===== src/rtl/whr_pkg.sv =====
// Package: shared types for the two-half word reader.
// Assumes a word is split into exactly two equal halves.
package whr_pkg;
    typedef enum logic {
        HALF_LO = 1'b0,
        HALF_HI = 1'b1
    } half_e;
endpackage


===== src/rtl/whr_word_store.sv =====
// Word store: holds the most recently loaded word.
// Assumes load is a one-cycle strobe; each load overwrites the word unconditionally.
module whr_word_store #(
    parameter int WORD_W = 32
) (
    input  logic              clk,
    input  logic              rst_n,
    input  logic              load,
    input  logic [WORD_W-1:0] load_word,
    output logic [WORD_W-1:0] word_q
);
    // Capture the incoming word on every load; clear on reset.
    always_ff @(posedge clk) begin
        if (!rst_n) begin
            word_q <= '0;
        end else if (load) begin
            word_q <= load_word;
        end
    end
endmodule


===== src/rtl/whr_seq_ctrl.sv =====
// Sequence control: half pointer and ready flag.
// A load has priority over a read in the same cycle. A low-half read clears the
// flag, and every read toggles the pointer.
module whr_seq_ctrl
    import whr_pkg::*;
(
    input  logic  clk,
    input  logic  rst_n,
    input  logic  load,
    input  logic  rd_n,
    output half_e ptr_q,
    output logic  ready_q
);
    logic rd_act;
    assign rd_act = !rd_n;

    // Advance the pointer on reads; force it to the low half on load or reset.
    always_ff @(posedge clk) begin
        if (!rst_n) begin
            ptr_q <= HALF_LO;
        end else if (load) begin
            ptr_q <= HALF_LO;
        end else if (rd_act) begin
            ptr_q <= (ptr_q == HALF_LO) ? HALF_HI : HALF_LO;
        end
    end

    // Raise the ready flag on load; drop it when the low half is read.
    always_ff @(posedge clk) begin
        if (!rst_n) begin
            ready_q <= 1'b0;
        end else if (load) begin
            ready_q <= 1'b1;
        end else if (rd_act && ptr_q == HALF_LO) begin
            ready_q <= 1'b0;
        end
    end
endmodule


===== src/rtl/whr_half_mux.sv =====
// Half multiplexer: slices the stored word into halves and drives the selected
// half while the read strobe is low. Assumes WORD_W == 2*HALF_W.
module whr_half_mux
    import whr_pkg::*;
#(
    parameter int HALF_W = 16,
    parameter int NHALF  = 2
) (
    input  logic [NHALF*HALF_W-1:0] word_q,
    input  half_e                   sel,
    input  logic                    rd_n,
    output logic [HALF_W-1:0]       rd_data
);
    logic [HALF_W-1:0] halves [NHALF];

    for (genvar g = 0; g < NHALF; g++) begin : g_slice
        assign halves[g] = word_q[g*HALF_W +: HALF_W];
    end

    // Present the selected half during a read, zeros otherwise.
    always_comb begin
        if (rd_n) begin
            rd_data = '0;
        end else begin
            rd_data = halves[int'(sel)];
        end
    end
endmodule


===== src/rtl/word_half_reader.sv =====
// Top: two-half receive word reader. Stores the latest word and hands it to a
// host in two reads. Assumes load and rd_n are synchronous to clk.
module word_half_reader
    import whr_pkg::*;
#(
    parameter int HALF_W = 16,
    localparam int WORD_W = 2 * HALF_W
) (
    input  logic              clk,
    input  logic              rst_n,
    input  logic              load,
    input  logic [WORD_W-1:0] load_word,
    input  logic              rd_n,
    output logic [HALF_W-1:0] rd_data,
    output logic              data_ready
);
    logic [WORD_W-1:0] word_q;
    half_e             ptr_q;
    logic              half_sel;

    whr_word_store #(.WORD_W(WORD_W)) u_store (
        .clk       (clk),
        .rst_n     (rst_n),
        .load      (load),
        .load_word (load_word),
        .word_q    (word_q)
    );

    whr_seq_ctrl u_ctrl (
        .clk     (clk),
        .rst_n   (rst_n),
        .load    (load),
        .rd_n    (rd_n),
        .ptr_q   (ptr_q),
        .ready_q (data_ready)
    );

    whr_half_mux #(.HALF_W(HALF_W), .NHALF(2)) u_mux (
        .word_q  (word_q),
        .sel     (ptr_q),
        .rd_n    (rd_n),
        .rd_data (rd_data)
    );

    assign half_sel = (ptr_q == HALF_HI);
endmodule


===== config.mk =====
export PLATFORM = sky130hd
export DESIGN_NAME = word_half_reader
export DESIGN_NICKNAME = d
export VERILOG_FILES = /design/src/rtl/whr_pkg.sv /design/src/rtl/whr_word_store.sv /design/src/rtl/whr_seq_ctrl.sv /design/src/rtl/whr_half_mux.sv /design/src/rtl/word_half_reader.sv
export SDC_FILE = /design/constraint.sdc
export NUM_CORES = 1
export LEC_CHECK = 0
export BUFFER_PORTS_ARGS = -buffer_cell sky130_fd_sc_hd__buf_4
export CELL_PAD_IN_SITES_DETAIL_PLACEMENT = 2
export CELL_PAD_IN_SITES_GLOBAL_PLACEMENT = 2
export CORE_MARGIN = 3
export CORE_UTILIZATION = 30
export CTS_CLUSTER_SIZE = 8
export DETAILED_ROUTE_END_ITERATION = 10
export MAX_ROUTING_LAYER = met4
export PLACE_DENSITY_LB_ADDON = 0.1
export SLEW_MARGIN = 5
export SYNTH_ARGS = -nofsm -noshare
export SYNTH_HDL_FRONTEND = slang
export SYNTH_SLANG_ARGS = --single-unit

===== constraint.sdc =====
create_clock -name clk -period 1.2 [get_ports clk]
set_input_delay 0.06 -clock clk [delete_from_list [all_inputs] [get_ports clk]]
set_output_delay 0.06 -clock clk [all_outputs]
set_load 0.1 [all_outputs]

==> impl_metrics.env <==
export IMPL_crit_arrival_ns=1.40
export IMPL_wire_per_inst_um=18.1
export IMPL_antenna_found_initial=0
export IMPL_hpwl_mm=3.05
export IMPL_seq_power_share_pct=40.7
export IMPL_dieArea_um2=6140
export IMPL_finalWeightedCongestion=0.706
export IMPL_final_nets=236
export IMPL_coreArea_um2=4880
export IMPL_violations="negative setup slack"
export IMPL_root_buffer="clkbuf_8"
export IMPL_stdcell_area_um2=2680
export IMPL_path_buf_inv=2
export IMPL_crit_chain="buf_12 -> mux2i_4 -> nor2_4 -> buf_12"
export IMPL_fin_crit_ns=1.46
export IMPL_synth_top_area_share_pct=43.3
export IMPL_max_freq_ghz=0.684
export IMPL_ys_top_cells_by_area="dfxtp_1, mux2i_1, nor2b_1"
export IMPL_outcome="finished with violations"
export IMPL_cp_required_ns=1.14
export IMPL_crit_family="flip-flops"
export IMPL_cts_buffer_depth=2
export IMPL_hold_class="primary input to flop"
export IMPL_setup_ws_ns=-0.262
export IMPL_async_flop_share_pct=0
export IMPL_path_class="flop to output port"
export IMPL_synth_area_per_cell_um2=10.8
export IMPL_start_util_pct=32.2
export IMPL_rsz0062_at_grt="yes"
export IMPL_synthTopCellsByCount="mux2i_1, dfxtp_1, nor2b_1, nor2_1"
export IMPL_p_total_mw=3.12
export IMPL_ys_flop_type="dfxtp_1"
export IMPL_vias_per_cell=4.59
export IMPL_cp_start_kind="flop"
export IMPL_p_sw_share_pct=30.0
export IMPL_slew_headroom_pct=65.4
export IMPL_first_pass_iters=3
export IMPL_synth_yosys_warnings=0
export IMPL_critPathSlowestCell="dfxtp_4"
export IMPL_worstMarginPinSlew_ns=0.519
export IMPL_drtIter0Drc=15
export IMPL_grt_pass1_vias=1456
export IMPL_synth_edf_count=0
export IMPL_clk_pin_slew_worst_paths_ns=0.08
export IMPL_pwr_share_clk_pct=33.4
export IMPL_wirelength_mm=4.86
export IMPL_cts_tree="built"
export IMPL_cts_htree_levels=2
export IMPL_skew_ns=0.00343
export IMPL_drc_errors=0
export IMPL_ios=53
export IMPL_dpl_cell_area_um2=2110
export IMPL_path_common_cell="buf_12"
export IMPL_crit_path_max_incr_delay_ns=0.42
export IMPL_power_density_nw_per_um2=1170
export IMPL_clk_insertion_delay_late_ns=0.29
export IMPL_met1_length_mm=1.87
export IMPL_period_share_pct=122
export IMPL_pwr_share_comb_pct=26.0
export IMPL_synthCells=146
export IMPL_peakVddDrop_v=0.000690
export IMPL_wl_met3_um=209
export IMPL_end_kind="output port"
export IMPL_ys_types=13
export IMPL_synthesis_nets=182
export IMPL_yosysTopAreaCell="dfxtp_1"
export IMPL_maxCapViolCount=0
export IMPL_fin_util_pct=54.9
export IMPL_synth_area_um2=1570
export IMPL_p_int_mw=2.19
export IMPL_setup_violations=16
export IMPL_vias=1229
export IMPL_cts_sinks=34
export IMPL_route_met2_wl_mm=2.76
export IMPL_power_switching_uw=938
export IMPL_grt_total_usage_pct=18.0
export IMPL_die_x_um=78.3
export IMPL_grt_pass1_wl_mm=7.92
export IMPL_highest_signal_layer="met4"
export IMPL_final_cell_count_no_fill=268
export IMPL_antenna_left=0
export IMPL_fillers=484
export IMPL_drive_gt1_share_pct=50.2
export IMPL_hold_viol_final=0
export IMPL_core_rowCount=25
export IMPL_antennaDiodeCount=0
export IMPL_setup_tns_ns=-3.73
export IMPL_path_max_fanout=6
export IMPL_p_leak_nw=1.05
export IMPL_area_growth_pct=70.7
export IMPL_fp_dieH_um=78.3
export IMPL_overflow=0
export IMPL_drv_slew=0
export IMPL_placed_cells=258
export IMPL_port_buffers=52
export IMPL_yosysMostFrequentCell="mux2i_1"
export IMPL_cts_buffers=5
export IMPL_grt_max_degree=35
export IMPL_seq_area_frac_synth_pct=43.3
export IMPL_ys_ff_latch=34
## timing repair
item,4_1_cts,5_1_grt
buffers inserted,1,0
gates cloned,1,0
setup endpoints to repair,16,17
hold buffers,0,0
pin swaps,2,6
resized for setup,74,13
## final timing paths
kind	from	end	slack, ns	depth (start not counted)
max	u_ctrl.ptr_q	rd_data[2]	-0.26	4
min	load_word[7]	u_store.word_q[7]	0.04	3
max reg2reg	u_ctrl.ptr_q	u_ctrl.ptr_q	0.06	4
min reg2reg	u_ctrl.ready_q	u_ctrl.ready_q	0.55	2
## metal layers
layer	track usage, %	vias to the layer above
met5	-	-
met4	3.67	0
met3	5.39	2
met2	32.8	32
met1	19.3	599
li1	-	596
## power groups by stage
| stage | Clock, mW | Sequential, mW | Combinational, mW |
|---|---|---|---|
| final | 1.04 | 1.27 | 0.811 |
| after global routing | 1.13 | 1.28 | 0.860 |
| after CTS | 1.04 | 1.26 | 0.790 |
| after detailed placement | 0 | 1.26 | 0.650 |
| after global placement | 0 | 1.26 | 0.626 |
| after floorplan | 0 | 1.26 | 0.463 |
## worst reg2reg max path, cell delays in order, from the launching register on
cell,delay [ns]
dfxtp_4,0.39
buf_16,0.16
buf_4,0.15
xor2_1,0.17
nor3b_2,0.20
## layout make-up
| cell class | instances | area (um^2) | area share (%) |
|---|---|---|---|
| clock buffer | 5 | 68.8 | 2.57 |
| clock inverter | 3 | 40.0 | 1.49 |
| multi-input combinational | 101 | 1100 | 40.9 |
| sequential | 34 | 686 | 25.6 |
| tap | 67 | 83.8 | 3.13 |
| timing repair buffer | 58 | 706 | 26.3 |
## cell usage in the layout, fill, tap and decap left out, drive strengths merged
master	n
nor2b	32
clkbuf	5
o21ai	1
clkinv	2
xor2	1
bufinv	1
nor3b	1
nor3	1
mux2i	48
dfxtp	34
buf	58
nor2	17
## flip-flops by register name, summed over array words and instances (netlist names)
name / count
u_store.word_q: 32
u_ctrl.ptr_q: 1
u_ctrl.ready_q: 1
## through the flow
stage	hold slack, ns	setup slack, ns
CTS	0.0408	-0.257
detailed placement	0.331	-0.0494
global route	0.0304	-0.318
floorplan	0.188	-0.0555
finish	0.0357	-0.262
global placement	0.317	0.0189
## logic make-up after synthesis
kind of cell,share of synthesized area [%]
AND/OR/NAND/NOR,17.6
multiplexers,30.6
flip-flops,43.3
buffers and inverters,7.57
AO/OA/AOI/OAI,0.318
XOR/XNOR,0.558
No activity file was read; power rests on OpenSTA's default activity.
